===== src/rtl/slg_pkg.sv =====
package slg_pkg;

  // Update applied to one slot in a cycle, in priority order.
  typedef enum logic [1:0] {
    UPD_HOLD = 2'd0,
    UPD_FILL = 2'd1,
    UPD_FREE = 2'd2,
    UPD_MARK = 2'd3
  } slg_upd_e;

  typedef struct packed {
    logic occupied;
    logic tainted;
  } slg_flags_t;

  // Pick the update: a load wins over a release, and a release wins over a mark.
  function automatic slg_upd_e slg_pick_upd(input logic fill, input logic free,
                                            input logic mark);
    if (fill)      return UPD_FILL;
    else if (free) return UPD_FREE;
    else if (mark) return UPD_MARK;
    else           return UPD_HOLD;
  endfunction

  // Next slot flags for an update.
  function automatic slg_flags_t slg_next_flags(input slg_upd_e upd,
                                                input slg_flags_t cur);
    slg_flags_t nxt;
    nxt = cur;
    case (upd)
      UPD_FILL: begin nxt.occupied = 1'b1; nxt.tainted = 1'b0; end
      UPD_FREE: begin nxt.occupied = 1'b0; nxt.tainted = 1'b0; end
      UPD_MARK: nxt.tainted = 1'b1;
      default:  nxt = cur;
    endcase
    return nxt;
  endfunction

  // Verdict of a check: the slot must be occupied, unmarked and not hit now.
  function automatic logic slg_verdict(input slg_flags_t cur, input logic hit_now);
    return cur.occupied & ~cur.tainted & ~hit_now;
  endfunction

endpackage


===== src/rtl/slg_match.sv =====
module slg_match #(
  parameter int ADDR_W   = 32,
  parameter int GRAN_LSB = 3
) (
  input  logic [ADDR_W-1:0] addr_a,
  input  logic [ADDR_W-1:0] addr_b,
  output logic              same_block
);

  localparam int BLK_W = ADDR_W - GRAN_LSB;

  function automatic logic block_eq(input logic [ADDR_W-1:0] a,
                                    input logic [ADDR_W-1:0] b);
    logic [BLK_W-1:0] ba;
    logic [BLK_W-1:0] bb;
    ba = a[ADDR_W-1:GRAN_LSB];
    bb = b[ADDR_W-1:GRAN_LSB];
    return ba == bb;
  endfunction

  assign same_block = block_eq(addr_a, addr_b);

endmodule


===== src/rtl/slg_slot.sv =====
module slg_slot
  import slg_pkg::*;
#(
  parameter int ADDR_W   = 32,
  parameter int GRAN_LSB = 3
) (
  input  logic              clk,
  input  logic              rst_n,
  input  logic              fill,
  input  logic              free,
  input  logic [ADDR_W-1:0] fill_addr,
  input  logic              st_valid,
  input  logic [ADDR_W-1:0] st_addr,
  output logic              occupied,
  output logic              tainted,
  output logic              st_hit
);

  slg_flags_t        flags_q;
  slg_flags_t        flags_d;
  logic [ADDR_W-1:0] addr_q;
  logic              blk_eq;
  slg_upd_e          upd;

  slg_match #(.ADDR_W(ADDR_W), .GRAN_LSB(GRAN_LSB)) u_match (
    .addr_a    (st_addr),
    .addr_b    (addr_q),
    .same_block(blk_eq)
  );

  assign st_hit  = st_valid & flags_q.occupied & blk_eq;
  assign upd     = slg_pick_upd(fill, free, st_hit);
  assign flags_d = slg_next_flags(upd, flags_q);

  always_ff @(posedge clk or negedge rst_n) begin
    if (!rst_n) begin
      flags_q <= '0;
      addr_q  <= '0;
    end else begin
      flags_q <= flags_d;
      if (upd == UPD_FILL) addr_q <= fill_addr;
    end
  end

  assign occupied = flags_q.occupied;
  assign tainted  = flags_q.tainted;

endmodule


===== src/rtl/slg_verdict.sv =====
module slg_verdict
  import slg_pkg::*;
#(
  parameter int NUM_ENTRIES = 8,
  parameter int TAG_W       = 3
) (
  input  logic                   clk,
  input  logic                   rst_n,
  input  logic                   chk_valid,
  input  logic [TAG_W-1:0]       chk_tag,
  input  logic [NUM_ENTRIES-1:0] occ_vec,
  input  logic [NUM_ENTRIES-1:0] taint_vec,
  input  logic [NUM_ENTRIES-1:0] hit_vec,
  output logic                   res_valid,
  output logic                   res_ok
);

  slg_flags_t sel_flags;
  logic       sel_hit;
  logic       ok_d;

  assign sel_flags.occupied = occ_vec[chk_tag];
  assign sel_flags.tainted  = taint_vec[chk_tag];
  assign sel_hit            = hit_vec[chk_tag];
  assign ok_d               = chk_valid & slg_verdict(sel_flags, sel_hit);

  always_ff @(posedge clk or negedge rst_n) begin
    if (!rst_n) begin
      res_valid <= 1'b0;
      res_ok    <= 1'b0;
    end else begin
      res_valid <= chk_valid;
      res_ok    <= ok_d;
    end
  end

endmodule


===== src/rtl/spec_load_guard.sv =====
module spec_load_guard #(
  parameter int NUM_ENTRIES = 8,
  parameter int ADDR_W      = 32,
  parameter int GRAN_LSB    = 3,
  localparam int TAG_W      = (NUM_ENTRIES > 1) ? $clog2(NUM_ENTRIES) : 1
) (
  input  logic              clk,
  input  logic              rst_n,
  input  logic              ld_valid,
  input  logic [TAG_W-1:0]  ld_tag,
  input  logic [ADDR_W-1:0] ld_addr,
  input  logic              st_valid,
  input  logic [ADDR_W-1:0] st_addr,
  input  logic              chk_valid,
  input  logic [TAG_W-1:0]  chk_tag,
  output logic              res_valid,
  output logic              res_ok
);

  // Named internal events, also watched by the bound checker.
  logic [NUM_ENTRIES-1:0] ld_sel;
  logic [NUM_ENTRIES-1:0] chk_sel;
  logic [NUM_ENTRIES-1:0] st_hit;
  logic [NUM_ENTRIES-1:0] ent_valid;
  logic [NUM_ENTRIES-1:0] ent_conflict;

  for (genvar i = 0; i < NUM_ENTRIES; i++) begin : g_slot
    assign ld_sel[i]  = ld_valid  & (ld_tag  == TAG_W'(i));
    assign chk_sel[i] = chk_valid & (chk_tag == TAG_W'(i));

    slg_slot #(.ADDR_W(ADDR_W), .GRAN_LSB(GRAN_LSB)) u_slot (
      .clk      (clk),
      .rst_n    (rst_n),
      .fill     (ld_sel[i]),
      .free     (chk_sel[i]),
      .fill_addr(ld_addr),
      .st_valid (st_valid),
      .st_addr  (st_addr),
      .occupied (ent_valid[i]),
      .tainted  (ent_conflict[i]),
      .st_hit   (st_hit[i])
    );
  end

  slg_verdict #(.NUM_ENTRIES(NUM_ENTRIES), .TAG_W(TAG_W)) u_verdict (
    .clk      (clk),
    .rst_n    (rst_n),
    .chk_valid(chk_valid),
    .chk_tag  (chk_tag),
    .occ_vec  (ent_valid),
    .taint_vec(ent_conflict),
    .hit_vec  (st_hit),
    .res_valid(res_valid),
    .res_ok   (res_ok)
  );

endmodule


===== config.mk =====
export PLATFORM = sky130hd
export DESIGN_NAME = spec_load_guard
export DESIGN_NICKNAME = d
export VERILOG_FILES = /design/src/rtl/slg_pkg.sv /design/src/rtl/slg_match.sv /design/src/rtl/slg_slot.sv /design/src/rtl/slg_verdict.sv /design/src/rtl/spec_load_guard.sv
export SDC_FILE = /design/constraint.sdc
export NUM_CORES = 1
export LEC_CHECK = 0
export BUFFER_PORTS_ARGS = -buffer_cell sky130_fd_sc_hd__buf_2
export CELL_PAD_IN_SITES_DETAIL_PLACEMENT = 0
export CELL_PAD_IN_SITES_GLOBAL_PLACEMENT = 2
export CORE_MARGIN = 2
export CORE_UTILIZATION = 49
export DETAILED_ROUTE_END_ITERATION = 12
export GPL_TIMING_DRIVEN = 1
export PLACE_DENSITY = 0.87
export SLEW_MARGIN = 5
export SYNTH_ARGS = -nofsm -noshare
export SYNTH_HDL_FRONTEND = slang
export SYNTH_HIERARCHICAL = 1
export SYNTH_SLANG_ARGS = --single-unit

===== constraint.sdc =====
create_clock -name clk -period 5.6 [get_ports clk]
set_input_delay 1.12 -clock clk [delete_from_list [all_inputs] [get_ports clk]]
set_output_delay 1.12 -clock clk [all_outputs]
set_load 0.05 [all_outputs]

==> flow_metrics.tcl <==
set metrics [dict create \
    core_area_um2 26800 \
    seqCellArea_um2 6260 \
    multi_input_comb_area_um2 6450 \
    critPathCaptureType "flip-flop" \
    grt_first_pass_wirelength_um 44800 \
    power_density_nw_per_um2 374 \
    pin_count 77 \
    layout_commonest_cell "dfrtp_1" \
    drive_above_1_share_pct 38.3 \
    max-cap-violations 0 \
    cts_setup_buffers 0 \
    rows 60 \
    finalHoldViolCount 0 \
    cts_buffer_depth 3 \
    n_antenna_cell 0 \
    holdBufCountCts 0 \
    fillers 2274 \
    synthesis.instances 894 \
    worstPathRequired_ns 6.01 \
    layout_common_cells "dfrtp_1 (250), mux2_4 (200), xor2_1 (152)" \
    die_area_um2 28500 \
    switching_share_pct 26.6 \
    routabilityCongestion 0.729 \
    combPwrFrac_pct 21.5 \
    power.share.clock_pct 33.0 \
    rsz0062_at_grt "no" \
    leakagePower_nw 6.43 \
    pre_cts_slack_ns 2.14 \
    grt_pass1_vias 7655 \
    min_period_ns 3.00 \
    die_w_um 169 \
    synth_warnings 6 \
    hold_path.class "reg2reg" \
    ant_nets 0 \
    initial_core_util_pct 49.6 \
    finalNetCount 1046 \
    finClkSkew_ns 0.0222 \
    power_frac_seq_pct 45.6 \
    setup_viol_count_final 0 \
    setup_slack_ns 2.60 \
    worstPathMaxFanout 8 \
    io_buffers 70 \
    dpl.hpwl_um 18000 \
    placedInstanceArea_um2 13600 \
    cts_tree "yes" \
    dr.pass1.iters 4 \
    grt_max_degree 150 \
    remaining_drc_errors 0 \
    wl_um 27800 \
    finalMaxSlewViolations 0 \
    clock-sinks 250 \
    wire_per_inst_um 20.9 \
    syn_area_um2 13300 \
    fin_setup_tns_ns 0 \
    stdcell_area_um2 14500 \
    path_class "in2reg" \
    vias 7103 \
    clk_latency_ns 0.55 \
    tightestPinTransition_ns 0.824 \
    fmax_mhz 333 \
    syn-num-nets 969 \
    grt_antenna_before_repair 0 \
    p_sw_mw 1.44 \
    finalCritPeriodShare_pct 53.6 \
    cts_resized 0 \
    grt_usage_pct 20.3 \
    vias_per_cell 5.33 \
    syn_to_final_growth_pct 9.14 \
    ctsHtreeMaxLevel 1 \
    fin_util_pct 54.1 \
    root_buffer "clkbuf_16" \
    gr-total-overflow 0 \
    numCtsBuffers 28 \
    crit_arrival_ns 3.41 \
    slew_headroom_pct 45.0 \
    die-height_um 169 \
    status "finished clean" \
    clkTransAtPathRegs_ns 0.06 \
    p_int_mw 3.99 \
    avgSynthCellArea_um2 14.9 \
    first_iter_violations 389 \
    critPathLaunchType "input pin" \
    vdd_drop_max_mv 0.228 \
]
==> worst max-delay path, stage by stage <==
cell	delay, ns
buf_2	0.18
xor2_1	0.17
nor4_1	0.61
nand4_1	0.39
nor4_2	0.32
and3_1	0.19
or3b_1	0.11
mux4_2	0.23
a211oi_1	0.08
==> flip-flops by register name, indices dropped and copies added, names as in the netlist <==
register                count
g_slot.u_slot/addr_q      232
g_slot.u_slot/occupied      8
g_slot.u_slot/tainted       8
u_verdict/res_ok            1
u_verdict/res_valid         1
==> final cells by class <==
type	count	share of cell area, %
Clock buffer	42	5.67
Clock inverter	9	0.595
Inverter	8	0.207
Multi-Input combinational cell	604	44.4
Sequential cell	250	43.1
Tap cell	341	2.94
Timing Repair Buffer	79	3.04
==> layer usage <==
layer / vias up / track usage [%] / part of all wire (%)
met1: 3677 / 28.1 / 46
met2: 81 / 34.4 / 50
li1: 3309 / - / -
met3: 36 / 2.50 / 2.1
met5: - / 0 / 0
met4: 0 / 4.31 / 1.8
==> through the flow <==
stage	hold WS, ns	cells	total power, mW
finish	0.518	1333	5.43
global route	0.534	1333	5.70
CTS	0.518	1333	5.50
detailed placement	0.510	1282	3.67
global placement	0.491	1282	3.64
floorplan	0.476	894	3.36
==> final timing paths <==
path                                                  start                          end  slack (ns)  cells past startpoint
worst max register to register  g_slot[4].u_slot/addr_q[14]             u_verdict/res_ok        2.96                      8
worst min-delay path              g_slot[3].u_slot/occupied    g_slot[3].u_slot/occupied        0.52                      1
min in group asynchronous                             rst_n  g_slot[4].u_slot/addr_q[31]        0.59                      1
worst max-delay path                            st_addr[14]             u_verdict/res_ok        2.60                      9
worst min register to register    g_slot[3].u_slot/occupied    g_slot[3].u_slot/occupied        0.52                      1
max in group asynchronous                             rst_n  g_slot[7].u_slot/addr_q[21]        3.74                      2
==> power groups by stage <==
stage	sequential [mW]	clock [mW]	combinational (mW)
2_1_floorplan	2.44	0	0.922
3_3_place_gp	2.49	0	1.15
3_5_place_dp	2.50	0	1.18
4_1_cts	2.47	1.84	1.18
5_1_grt	2.52	1.91	1.27
6_report	2.47	1.79	1.16
No activity file was read; power rests on OpenSTA's default activity.
